[src/rtl/dram_ref_pkg.sv]
package dram_ref_pkg;

    // Request outputs of the credit tracker
    typedef struct packed {
        logic req;
        logic urgent;
        logic viol;
    } ref_flags_t;

    // Direction of the owed-count update in one cycle
    typedef enum logic [1:0] {
        STEP_HOLD = 2'd0,
        STEP_UP   = 2'd1,
        STEP_DOWN = 2'd2
    } owed_step_e;

    function automatic owed_step_e pick_step(input logic tick, input logic take);
        if (tick && !take)
            return STEP_UP;
        else if (take && !tick)
            return STEP_DOWN;
        else
            return STEP_HOLD;
    endfunction

endpackage

[src/rtl/ref_interval_ticker.sv]
module ref_interval_ticker #(
    parameter int TICK_CYC = 976
) (
    input  logic clk,
    input  logic rst,
    output logic tick
);
    localparam int W = (TICK_CYC > 2) ? $clog2(TICK_CYC) : 1;
    localparam logic [W-1:0] LAST = W'(TICK_CYC - 1);

    logic [W-1:0] cnt;

    always_ff @(posedge clk) begin
        if (rst)
            cnt <= '0;
        else if (cnt == LAST)
            cnt <= '0;
        else
            cnt <= cnt + 1'b1;
    end

    assign tick = (cnt == LAST);


    tick_spacing_chk: assert property (@(posedge clk) disable iff (rst)
        tick |=> !tick);

endmodule

[src/rtl/ref_credit.sv]
module ref_credit
    import dram_ref_pkg::*;
#(
    parameter int MAX_DEFER = 8
) (
    input  logic       clk,
    input  logic       rst,
    input  logic       tick,
    input  logic       busy,
    input  logic       grant,
    output logic       take,
    output ref_flags_t flags
);
    localparam int SAT = MAX_DEFER + 1;
    localparam int OW  = $clog2(SAT + 1);
    localparam logic [OW-1:0] SAT_V = OW'(SAT);
    localparam logic [OW-1:0] URG_V = OW'(MAX_DEFER);

    logic [OW-1:0] owed, owed_n;
    logic          viol;
    owed_step_e    step;

    assign flags.req    = (owed != '0) && !busy;
    assign flags.urgent = (owed >= URG_V) && !busy;
    assign flags.viol   = viol;
    assign take         = grant && flags.req;
    assign step         = pick_step(tick, take);

    always_comb begin
        owed_n = owed;
        case (step)
            STEP_UP:   if (owed != SAT_V) owed_n = owed + 1'b1;
            STEP_DOWN: owed_n = owed - 1'b1;
            default:   owed_n = owed;
        endcase
    end

    always_ff @(posedge clk) begin
        if (rst) begin
            owed <= '0;
            viol <= 1'b0;
        end else begin
            owed <= owed_n;
            if (owed_n == SAT_V)
                viol <= 1'b1;
        end
    end


    owed_cap_chk: assert property (@(posedge clk) disable iff (rst)
        owed <= SAT_V);

    viol_sticky_chk: assert property (@(posedge clk) disable iff (rst)
        viol |=> viol);

    urgent_has_req_chk: assert property (@(posedge clk) disable iff (rst)
        flags.urgent |-> flags.req);

    net_zero_chk: assert property (@(posedge clk) disable iff (rst)
        (tick && take) |=> owed == $past(owed));

    take_dec_chk: assert property (@(posedge clk) disable iff (rst)
        (take && !tick) |=> owed == $past(owed) - 1'b1);

endmodule

[src/rtl/ref_busy_timer.sv]
module ref_busy_timer #(
    parameter int RFC_CYC = 16
) (
    input  logic clk,
    input  logic rst,
    input  logic start,
    output logic busy
);
    localparam int TW = $clog2(RFC_CYC + 1);
    localparam logic [TW-1:0] LOAD = TW'(RFC_CYC);

    logic [TW-1:0] tmr;

    always_ff @(posedge clk) begin
        if (rst)
            tmr <= '0;
        else if (start)
            tmr <= LOAD;
        else if (tmr != '0)
            tmr <= tmr - 1'b1;
    end

    assign busy = (tmr != '0);


    start_idle_chk: assert property (@(posedge clk) disable iff (rst)
        start |-> !busy);

    busy_origin_chk: assert property (@(posedge clk) disable iff (rst)
        $rose(busy) |-> $past(start));

endmodule

[src/rtl/dram_refresh_sched.sv]
module dram_refresh_sched
    import dram_ref_pkg::*;
#(
    parameter int TICK_CYC  = 976,
    parameter int RFC_CYC   = 16,
    parameter int MAX_DEFER = 8
) (
    input  logic clk,
    input  logic rst,
    input  logic ref_grant,
    output logic ref_req,
    output logic ref_urgent,
    output logic ref_busy,
    output logic cke_hold,
    output logic defer_viol
);
    logic       tick;
    logic       take;
    ref_flags_t flags;

    ref_interval_ticker #(.TICK_CYC(TICK_CYC)) u_ticker (
        .clk(clk), .rst(rst), .tick(tick)
    );

    ref_credit #(.MAX_DEFER(MAX_DEFER)) u_credit (
        .clk(clk), .rst(rst), .tick(tick), .busy(ref_busy),
        .grant(ref_grant), .take(take), .flags(flags)
    );

    ref_busy_timer #(.RFC_CYC(RFC_CYC)) u_timer (
        .clk(clk), .rst(rst), .start(take), .busy(ref_busy)
    );

    assign ref_req    = flags.req;
    assign ref_urgent = flags.urgent;
    assign defer_viol = flags.viol;
    assign cke_hold   = ref_busy || take;


    grant_busy_chk: assert property (@(posedge clk) disable iff (rst)
        (ref_grant && ref_req) |=> ref_busy);

    cke_cover_chk: assert property (@(posedge clk) disable iff (rst)
        ref_busy |-> cke_hold);

    busy_quiet_chk: assert property (@(posedge clk) disable iff (rst)
        ref_busy |-> !ref_req);

endmodule

[config.mk]
export PLATFORM = sky130hd
export DESIGN_NAME = dram_refresh_sched
export DESIGN_NICKNAME = d
export VERILOG_FILES = /design/src/rtl/dram_ref_pkg.sv /design/src/rtl/ref_interval_ticker.sv /design/src/rtl/ref_credit.sv /design/src/rtl/ref_busy_timer.sv /design/src/rtl/dram_refresh_sched.sv
export SDC_FILE = /design/constraint.sdc
export NUM_CORES = 1
export LEC_CHECK = 0
export CAP_MARGIN = 15
export CELL_PAD_IN_SITES_DETAIL_PLACEMENT = 2
export CELL_PAD_IN_SITES_GLOBAL_PLACEMENT = 2
export CORE_MARGIN = 2
export CORE_UTILIZATION = 38
export DETAILED_ROUTE_END_ITERATION = 6
export GPL_ROUTABILITY_DRIVEN = 0
export PLACE_DENSITY_LB_ADDON = 0.1
export SYNTH_ARGS = -nofsm -noshare
export SYNTH_HDL_FRONTEND = slang
export SYNTH_SLANG_ARGS = --single-unit
[constraint.sdc]
create_clock -name clk -period 6.2 [get_ports clk]
set_input_delay 0.62 -clock clk [delete_from_list [all_inputs] [get_ports clk]]
set_output_delay 0.62 -clock clk [all_outputs]
set_load 0.02 [all_outputs]
==> flow_summary.ini, run 1 <==
[run_status]
status = finished, final reports clean

[placed_design]
placed_cell_area_mm2 = 0.00120
port_buffers = 7
numPlacedInstances = 158
dp_hpwl_um = 1920
dp_slack_ns = 3.38

[sta]
layout_setup_ws_ns = 3.18
relSlewSlack_pct = 67.9
period_share_pct = 48.8
hold_violations = 0
setup_tns_ns = 0
finClkSkew_ns = 0.00174
tightestPinTransition_ns = 0.479
fmax_ghz = 0.331
setup_viol = 0
rsz0062_at_grt = no
final.min_clock_period_ns = 3.02
slew_viol_final = 0
holdWs_ns = 0.485

[pwr]
power_mw = 0.380
p_seq_share_pct = 43.8
ir_drop_mv = 0.222
combinationalPowerShare_pct = 40.7
switchingPower_mw = 0.134
p_int_mw = 0.246
cellPowerDensity_mw_per_mm2 = 312
pwr-share-clk_pct = 15.6
swShare_pct = 35.4
power_leakage_nw = 0.479

[synth]
yosysWarnings = 0
avgSynthCellArea_um2 = 8.95
synth_cells = 123
yosysMostFrequentCell = dfxtp_1
synth_commonest_cells = dfxtp_1 (20), nor2_1 (15), ha_1 (9), nand2_1 (9)
ys_seq_area_share_pct = 36.4
ys_seq_elements = 20
synthesis.nets = 135
synth_top_area_share_pct = 36.4
synth_edf_count = 0
syn_area_mm2 = 0.00110
ys_top_cells_by_area = dfxtp_1 (36%), ha_1 (10%), xnor2_1 (5.6%)
synthArstFlopShare_pct = 0
yosys.area.top_type = dfxtp_1
yosysUniqueCellTypes = 39
synth_flop_cell = dfxtp_1

[worst_setup_path]
critPathTopFamily = buffers and inverters
r2r-end = u_credit.viol
worstPathRequired_ns = 5.58
path_common_cell = nand2_1
path_class = reg2out
cp-startpoint = u_timer.tmr[0]
cp_num_cells = 7
startpoint_type = flop
critPathSlowestCell = clkdlybuf4s50_1
crit_fanout = 7
end_kind = output pin
r2r-start = u_timer.tmr[0]
r2r_setup_slack_ns = 3.44
critical_path_buf_inv_count = 2
cp.arrival_ns = 2.40
r2r_cells = 11
cpPeakStageDelay_ns = 0.59
path_cells = inv_1, ha_1, nor4b_4, o21a_1, nand2_1, nand2_1, clkdlybuf4s50_1

[floorplan]
initial_core_util_pct = 39.9
die_w_um = 57.8
io_pins = 8
placementRows = 19
core_area_mm2 = 0.00276
die_area_mm2 = 0.00334
die-height_um = 57.8

[global_route]
grtUsageTotal_pct = 17.3
grt_pass1_vias = 991
grt_overflow = 0
grt_max_degree = 11
grt_pass1_wl_um = 4490
antenna_found_initial = 0

[clocking]
cts_resized = 0
cts_made_buffers = 3
clock_latency_ns = 0.29
cts.sinks = 20
postCtsHoldBufs = 0
path_clk_slew_ns = 0.10
post_cts_buffers = 0
clk_path_buf_depth = 2
cts_tree = done
root_buffer = clkbuf_4
cts-htree-levels = 1

[final_layout]
fin_cells = 161
area_delta_synth_final_pct = 10.8
fin_area_mm2 = 0.00122
antennaDiodeCount = 0
utilization_pct = 44.2
nNetsFinal = 144
drive_gt1_share_pct = 6.92

[min_path]
hold_depth = 1
holdPathEnd = u_ticker.cnt[0]
hp-start = u_ticker.cnt[0]
hold_class = reg2reg

[drt]
routed_wl_um = 2480
wl_per_cell_um = 15.4
drt-pass1-iter-count = 4
num_vias = 869
drc_errors = 0
drtIter0Drc = 11
vias_per_cell = 5.40
ant_nets = 0

[run]
maxCapViolations = 0
-- state kept, by name, indices dropped and copies added (netlist names) --
name	cells
u_credit.owed	4
u_credit.viol	1
u_ticker.cnt	10
u_timer.tmr	5
-- power by group through the flow --
stage	registers (mW)	logic, mW	clock network (mW)
after floorplan	0.165	0.114	0
after global placement	0.168	0.152	0
after detailed placement	0.170	0.157	0
after CTS	0.167	0.158	0.0626
after global routing	0.170	0.171	0.0698
final	0.166	0.155	0.0593
-- kinds of logic (layout without fill, tap and decap cells) --
family	count (synthesis)	in the layout	synth area share, %
xor+xnor	11	11	8.75
flops	20	20	36.4
buf+inv	12	19	4.21
compound gates	14	14	10.3
fa+ha+maj	9	9	10.2
simple gates	55	55	28.3
mux	2	2	1.82
-- cells in the final DEF (no fill, tap or decap), types with 3 or more instances in the layout --
master,instances
dfxtp_1,20
nor2_1,15
nand2_1,9
ha_1,9
inv_1,7
xnor2_1,7
clkdlybuf4s50_1,7
nor3_1,5
nand2b_1,4
nand3_1,4
and2_1,4
xor2_1,4
a21oi_1,3
clkbuf_4,3
-- per-layer routing --
| layer | GRT usage, % | vias to the layer above | wire length (µm) |
|---|---|---|---|
| met5 | 0 | - | 0 |
| met4 | 2.99 | 0 | 13 |
| met3 | 4.69 | 2 | 61 |
| met2 | 31.5 | 8 | 1250 |
| met1 | 20.5 | 422 | 1150 |
| li1 | - | 437 | - |
-- worst max path at each step --
stage                          endpoint
after detailed placement  u_credit.viol
after floorplan           u_credit.viol
after CTS                      cke_hold
after global routing           cke_hold
after global placement    u_credit.viol
final                          cke_hold
-- worst register-to-register path: stages, from the launching register on --
cell	delay [ns]
dfxtp_1	0.33
inv_1	0.11
ha_1	0.20
nor4b_4	0.43
o21a_1	0.21
nand2_1	0.14
inv_2	0.13
ha_1	0.28
nand2b_1	0.18
a2bb2oi_1	0.19
o211ai_1	0.17
o41ai_2	0.32
-- area by class of cell --
type                    instances  area [µm²]
flip-flops and latches         20         400
multi-input cells              91         654
fillers                       313        1540
well taps                      31        38.8
clock buffers                   3        22.5
repair buffers                  7        70.1
inverters                       9        33.8
(Power assumes the default switching activity.)
==> run 2, diff against run 1 <==
--- a/config.mk
+++ b/config.mk
@@ -9,7 +9,7 @@
 export CELL_PAD_IN_SITES_DETAIL_PLACEMENT = 2
 export CELL_PAD_IN_SITES_GLOBAL_PLACEMENT = 2
 export CORE_MARGIN = 2
-export CORE_UTILIZATION = 38
+export CORE_UTILIZATION = 35
 export DETAILED_ROUTE_END_ITERATION = 6
 export GPL_ROUTABILITY_DRIVEN = 0
 export PLACE_DENSITY_LB_ADDON = 0.1
==> constraint.sdc (replaced) <==
create_clock -name clk -period 3.15 [get_ports clk]
set_input_delay 0.315 -clock clk [delete_from_list [all_inputs] [get_ports clk]]
set_output_delay 0.315 -clock clk [all_outputs]
set_load 0.02 [all_outputs]
==> flow_summary.ini, run 2 (synthesized netlist as in run 1, its figures left out) <==
[clocking]
cts_resized = 0
cts_made_buffers = 3
post_cts_buffers = 0
postCtsHoldBufs = 0
clock_latency_ns = 0.30
cts.sinks = 20
clk_path_buf_depth = 2
cts_tree = done
root_buffer = clkbuf_4
cts-htree-levels = 1
path_clk_slew_ns = 0.12

[drt]
num_vias = 868
wl_per_cell_um = 13.6
routed_wl_um = 2390
vias_per_cell = 4.93
ant_nets = 0
drtIter0Drc = 23
drt-pass1-iter-count = 4
drc_errors = 0

[sta]
period_share_pct = 87.4
hold_violations = 0
fmax_ghz = 0.363
rsz0062_at_grt = no
finClkSkew_ns = 0.00802
relSlewSlack_pct = 63.9
setup_tns_ns = 0
tightestPinTransition_ns = 0.534
final.min_clock_period_ns = 2.75
layout_setup_ws_ns = 0.396
setup_viol = 0
slew_viol_final = 0

[pwr]
cellPowerDensity_mw_per_mm2 = 634
ir_drop_mv = 0.240
power_mw = 0.798
power_leakage_nw = 0.491

[final_layout]
largest_reg_flops = 10
area_delta_synth_final_pct = 14.2
drive_gt1_share_pct = 8.33
layout_common_cells = dfxtp_1 (20), nor2_1 (15), nand2_1 (9), ha_1 (9)
final_common_cell = dfxtp_1
antennaDiodeCount = 0
nNetsFinal = 145
reg_top3 = u_ticker.cnt (10), u_timer.tmr (5), u_credit.owed (4)
seq_area_um2 = 400
top_register = u_ticker.cnt
fillers = 330
multiInputGateArea_um2 = 654

[worst_setup_path]
r2r-end = u_credit.viol
cp-endpoint = u_credit.viol
worstPathRequired_ns = 3.33
end_kind = flop
r2r_setup_slack_ns = 0.40
cp.arrival_ns = 2.93
path_class = reg2reg
r2r_cells = 12
cp-startpoint = u_timer.tmr[0]
crit_fanout = 10
startpoint_type = flop
r2r-start = u_timer.tmr[0]

[min_path]
hold_class = reg2reg
hold_depth = 2

[global_route]
grt_max_degree = 12
grt_pass1_vias = 926
grt_overflow = 0
antenna_found_initial = 0
grt_pass1_wl_um = 4400
grtUsageTotal_pct = 16.1

[floorplan]
die-height_um = 60.1
die_area_mm2 = 0.00361
io_pins = 8
placementRows = 20
initial_core_util_pct = 36.4
die_w_um = 60.1
core_area_mm2 = 0.00303

[placed_design]
dp_hpwl_um = 1910
dp_slack_ns = 0.425
port_buffers = 7

[run_status]
status = finished, final reports clean

[run]
maxCapViolations = 0
-- run 2: stage by stage --
| step | util [%] | hold slack [ns] | std cells | area, µm² |
|---|---|---|---|---|
| 6_report | 41.5 | 0.474 | 176 | 1260 |
| 5_1_grt | 41.5 | 0.507 | 176 | 1260 |
| 4_1_cts | 41.5 | 0.486 | 176 | 1260 |
| 3_5_place_dp | 40.3 | 0.452 | 172 | 1220 |
| 3_3_place_gp | 40.3 | 0.441 | 172 | 1220 |
| 2_1_floorplan | - | 0.426 | 123 | 1100 |
-- run 2: area by class of cell --
cell class,instances,area share [%]
timing repair buffer,8,6.17
multi-input combinational,91,52.0
inverter,9,2.69
tap,44,4.38
clock buffer,4,2.89
sequential,20,31.8
-- run 2: worst min path at each step --
stage | start | end | slack [ns]
after floorplan | u_ticker.cnt[0] | u_ticker.cnt[0] | 0.43
after global routing | u_credit.viol | u_credit.viol | 0.51
after global placement | u_ticker.cnt[0] | u_ticker.cnt[0] | 0.44
final | u_credit.viol | u_credit.viol | 0.47
after CTS | u_credit.viol | u_credit.viol | 0.49
after detailed placement | u_credit.viol | u_credit.viol | 0.45
-- run 2: critical path, stage by stage, from the launching register on --
cell and delay, ns:
dfxtp_1 0.36, inv_1 0.09, ha_1 0.23, nor4b_4 0.13, buf_4 0.17, o21a_1 0.11, nand2_1 0.16, inv_2 0.09
ha_1 0.43, nand2b_1 0.16, a21oi_1 0.05, o41ai_1 0.57, o41ai_2 0.10
-- run 2: metal layers --
metal,up-vias,routed length [µm],GRT usage [%]
met5,-,0,0
met4,0,28,4.76
met3,4,33,2.60
met2,9,1100,25.5
met1,413,1230,22.5
li1,442,-,-
-- run 2: power by group --
part           internal, mW  leakage, nW  switching (mW)
registers             0.288        0.163          0.0384
clock network        0.0704       0.0210          0.0779
logic                 0.165        0.307           0.158
==> run 3, diff against run 2 <==
--- a/config.mk
+++ b/config.mk
@@ -13,6 +13,8 @@
 export DETAILED_ROUTE_END_ITERATION = 6
 export GPL_ROUTABILITY_DRIVEN = 0
 export PLACE_DENSITY_LB_ADDON = 0.1
+export RECOVER_POWER = 50
+export SLEW_MARGIN = 20
 export SYNTH_ARGS = -nofsm -noshare
 export SYNTH_HDL_FRONTEND = slang
 export SYNTH_SLANG_ARGS = --single-unit
==> flow_summary.ini, run 3 (synthesized netlist as in run 1, its figures left out) <==
[sta]
rsz0062_at_grt = no
setup_viol = 0
fmax_ghz = 0.359
finClkSkew_ns = 0.00802
tightestPinTransition_ns = 0.534
final.min_clock_period_ns = 2.79
hold_violations = 0
relSlewSlack_pct = 63.9
setup_tns_ns = 0
slew_viol_final = 0
period_share_pct = 88.5

[final_layout]
reg_top3 = u_ticker.cnt (10), u_timer.tmr (5), u_credit.owed (4)
fin_area_mm2 = 0.00126
nNetsFinal = 145
largest_reg_flops = 10
antennaDiodeCount = 0
drive_gt1_share_pct = 7.58
top_register = u_ticker.cnt
utilization_pct = 41.5
final_common_cell = dfxtp_1
area_delta_synth_final_pct = 14.2
fillers = 330
layout_common_cells = dfxtp_1 (20), nor2_1 (15), nand2_1 (9), ha_1 (9), inv_1 (8)

[pwr]
ir_drop_mv = 0.240
combinationalPowerShare_pct = 40.5
pwr-share-clk_pct = 18.6
swShare_pct = 34.4
power_leakage_nw = 0.496
p_int_mw = 0.523
cellPowerDensity_mw_per_mm2 = 634
switchingPower_mw = 0.275
p_seq_share_pct = 41.0
power_mw = 0.798

[placed_design]
placed_cell_area_mm2 = 0.00122
dp_hpwl_um = 1910
port_buffers = 7

[worst_setup_path]
cp.arrival_ns = 2.97
end_kind = flop
crit_fanout = 10
worstPathRequired_ns = 3.33
path_class = reg2reg
startpoint_type = flop

[floorplan]
core_area_mm2 = 0.00303
placementRows = 20
die_area_mm2 = 0.00361
initial_core_util_pct = 36.4
die_w_um = 60.1
io_pins = 8
die-height_um = 60.1

[global_route]
grt_max_degree = 12
grt_pass1_vias = 926
grt_overflow = 0
grt_pass1_wl_um = 4400
antenna_found_initial = 0
grtUsageTotal_pct = 16.1

[clocking]
post_cts_buffers = 0
postCtsHoldBufs = 0
cts_resized = 0
path_clk_slew_ns = 0.12
cts_made_buffers = 3
cts-htree-levels = 1
clk_path_buf_depth = 2
root_buffer = clkbuf_4
clock_latency_ns = 0.30
cts.sinks = 20
cts_tree = done

[drt]
vias_per_cell = 4.93
wl_per_cell_um = 13.6
drtIter0Drc = 23
drc_errors = 0
routed_wl_um = 2390
num_vias = 867
ant_nets = 0
drt-pass1-iter-count = 4

[run]
maxCapViolations = 0

[min_path]
hold_class = reg2reg

[run_status]
status = finished, final reports clean
run 3: per-stage QoR:
| step | cells | setup WS, ns | hold slack [ns] |
|---|---|---|---|
| CTS | 176 | 0.361 | 0.486 |
| global placement | 172 | 0.538 | 0.441 |
| detailed placement | 172 | 0.425 | 0.452 |
| floorplan | 123 | 0.510 | 0.426 |
| global route | 176 | 0.0959 | 0.503 |
| finish | 176 | 0.361 | 0.466 |
run 3: final cells by class:
cell class	instances	area [µm²]	area share, %
multi-input cells	91	654	52.0
flip-flops and latches	20	400	31.8
repair buffers	8	77.6	6.17
well taps	44	55.1	4.38
clock buffers	4	36.3	2.89
inverters	9	33.8	2.69
run 3: path summary, 6_finish.rpt:
| path | startpoint | to | slack, ns | cells after the start |
|---|---|---|---|---|
| min reg2reg | u_credit.viol | u_credit.viol | 0.47 | 2 |
| max reg2reg | u_timer.tmr[0] | u_credit.viol | 0.36 | 12 |
| max | u_timer.tmr[0] | u_credit.viol | 0.36 | 12 |
| min | u_credit.viol | u_credit.viol | 0.47 | 2 |
run 3: critical path: stages, from the launching register on:
cell,delay (ns)
dfxtp_1,0.36
inv_1,0.09
ha_1,0.23
nor4b_4,0.13
buf_4,0.17
o21a_1,0.11
nand2_1,0.15
inv_1,0.12
ha_1,0.44
nand2b_1,0.16
a21oi_1,0.05
o41ai_1,0.57
o41ai_2,0.10
run 3: power by group through the flow:
stage / Clock [mW] / Combinational (mW) / Sequential, mW
after detailed placement: 0 / 0.327 / 0.334
after floorplan: 0 / 0.225 / 0.325
final: 0.148 / 0.323 / 0.327
after CTS: 0.153 / 0.330 / 0.328
after global placement: 0 / 0.320 / 0.332
after global routing: 0.166 / 0.366 / 0.334
run 3: layer usage:
metal / track usage (%) / up-vias / routed length [µm]
met4: 4.76 / 0 / 28
met1: 22.5 / 413 / 1230
li1: - / 441 / -
met5: 0 / - / 0
met2: 25.5 / 9 / 1100
met3: 2.60 / 4 / 33
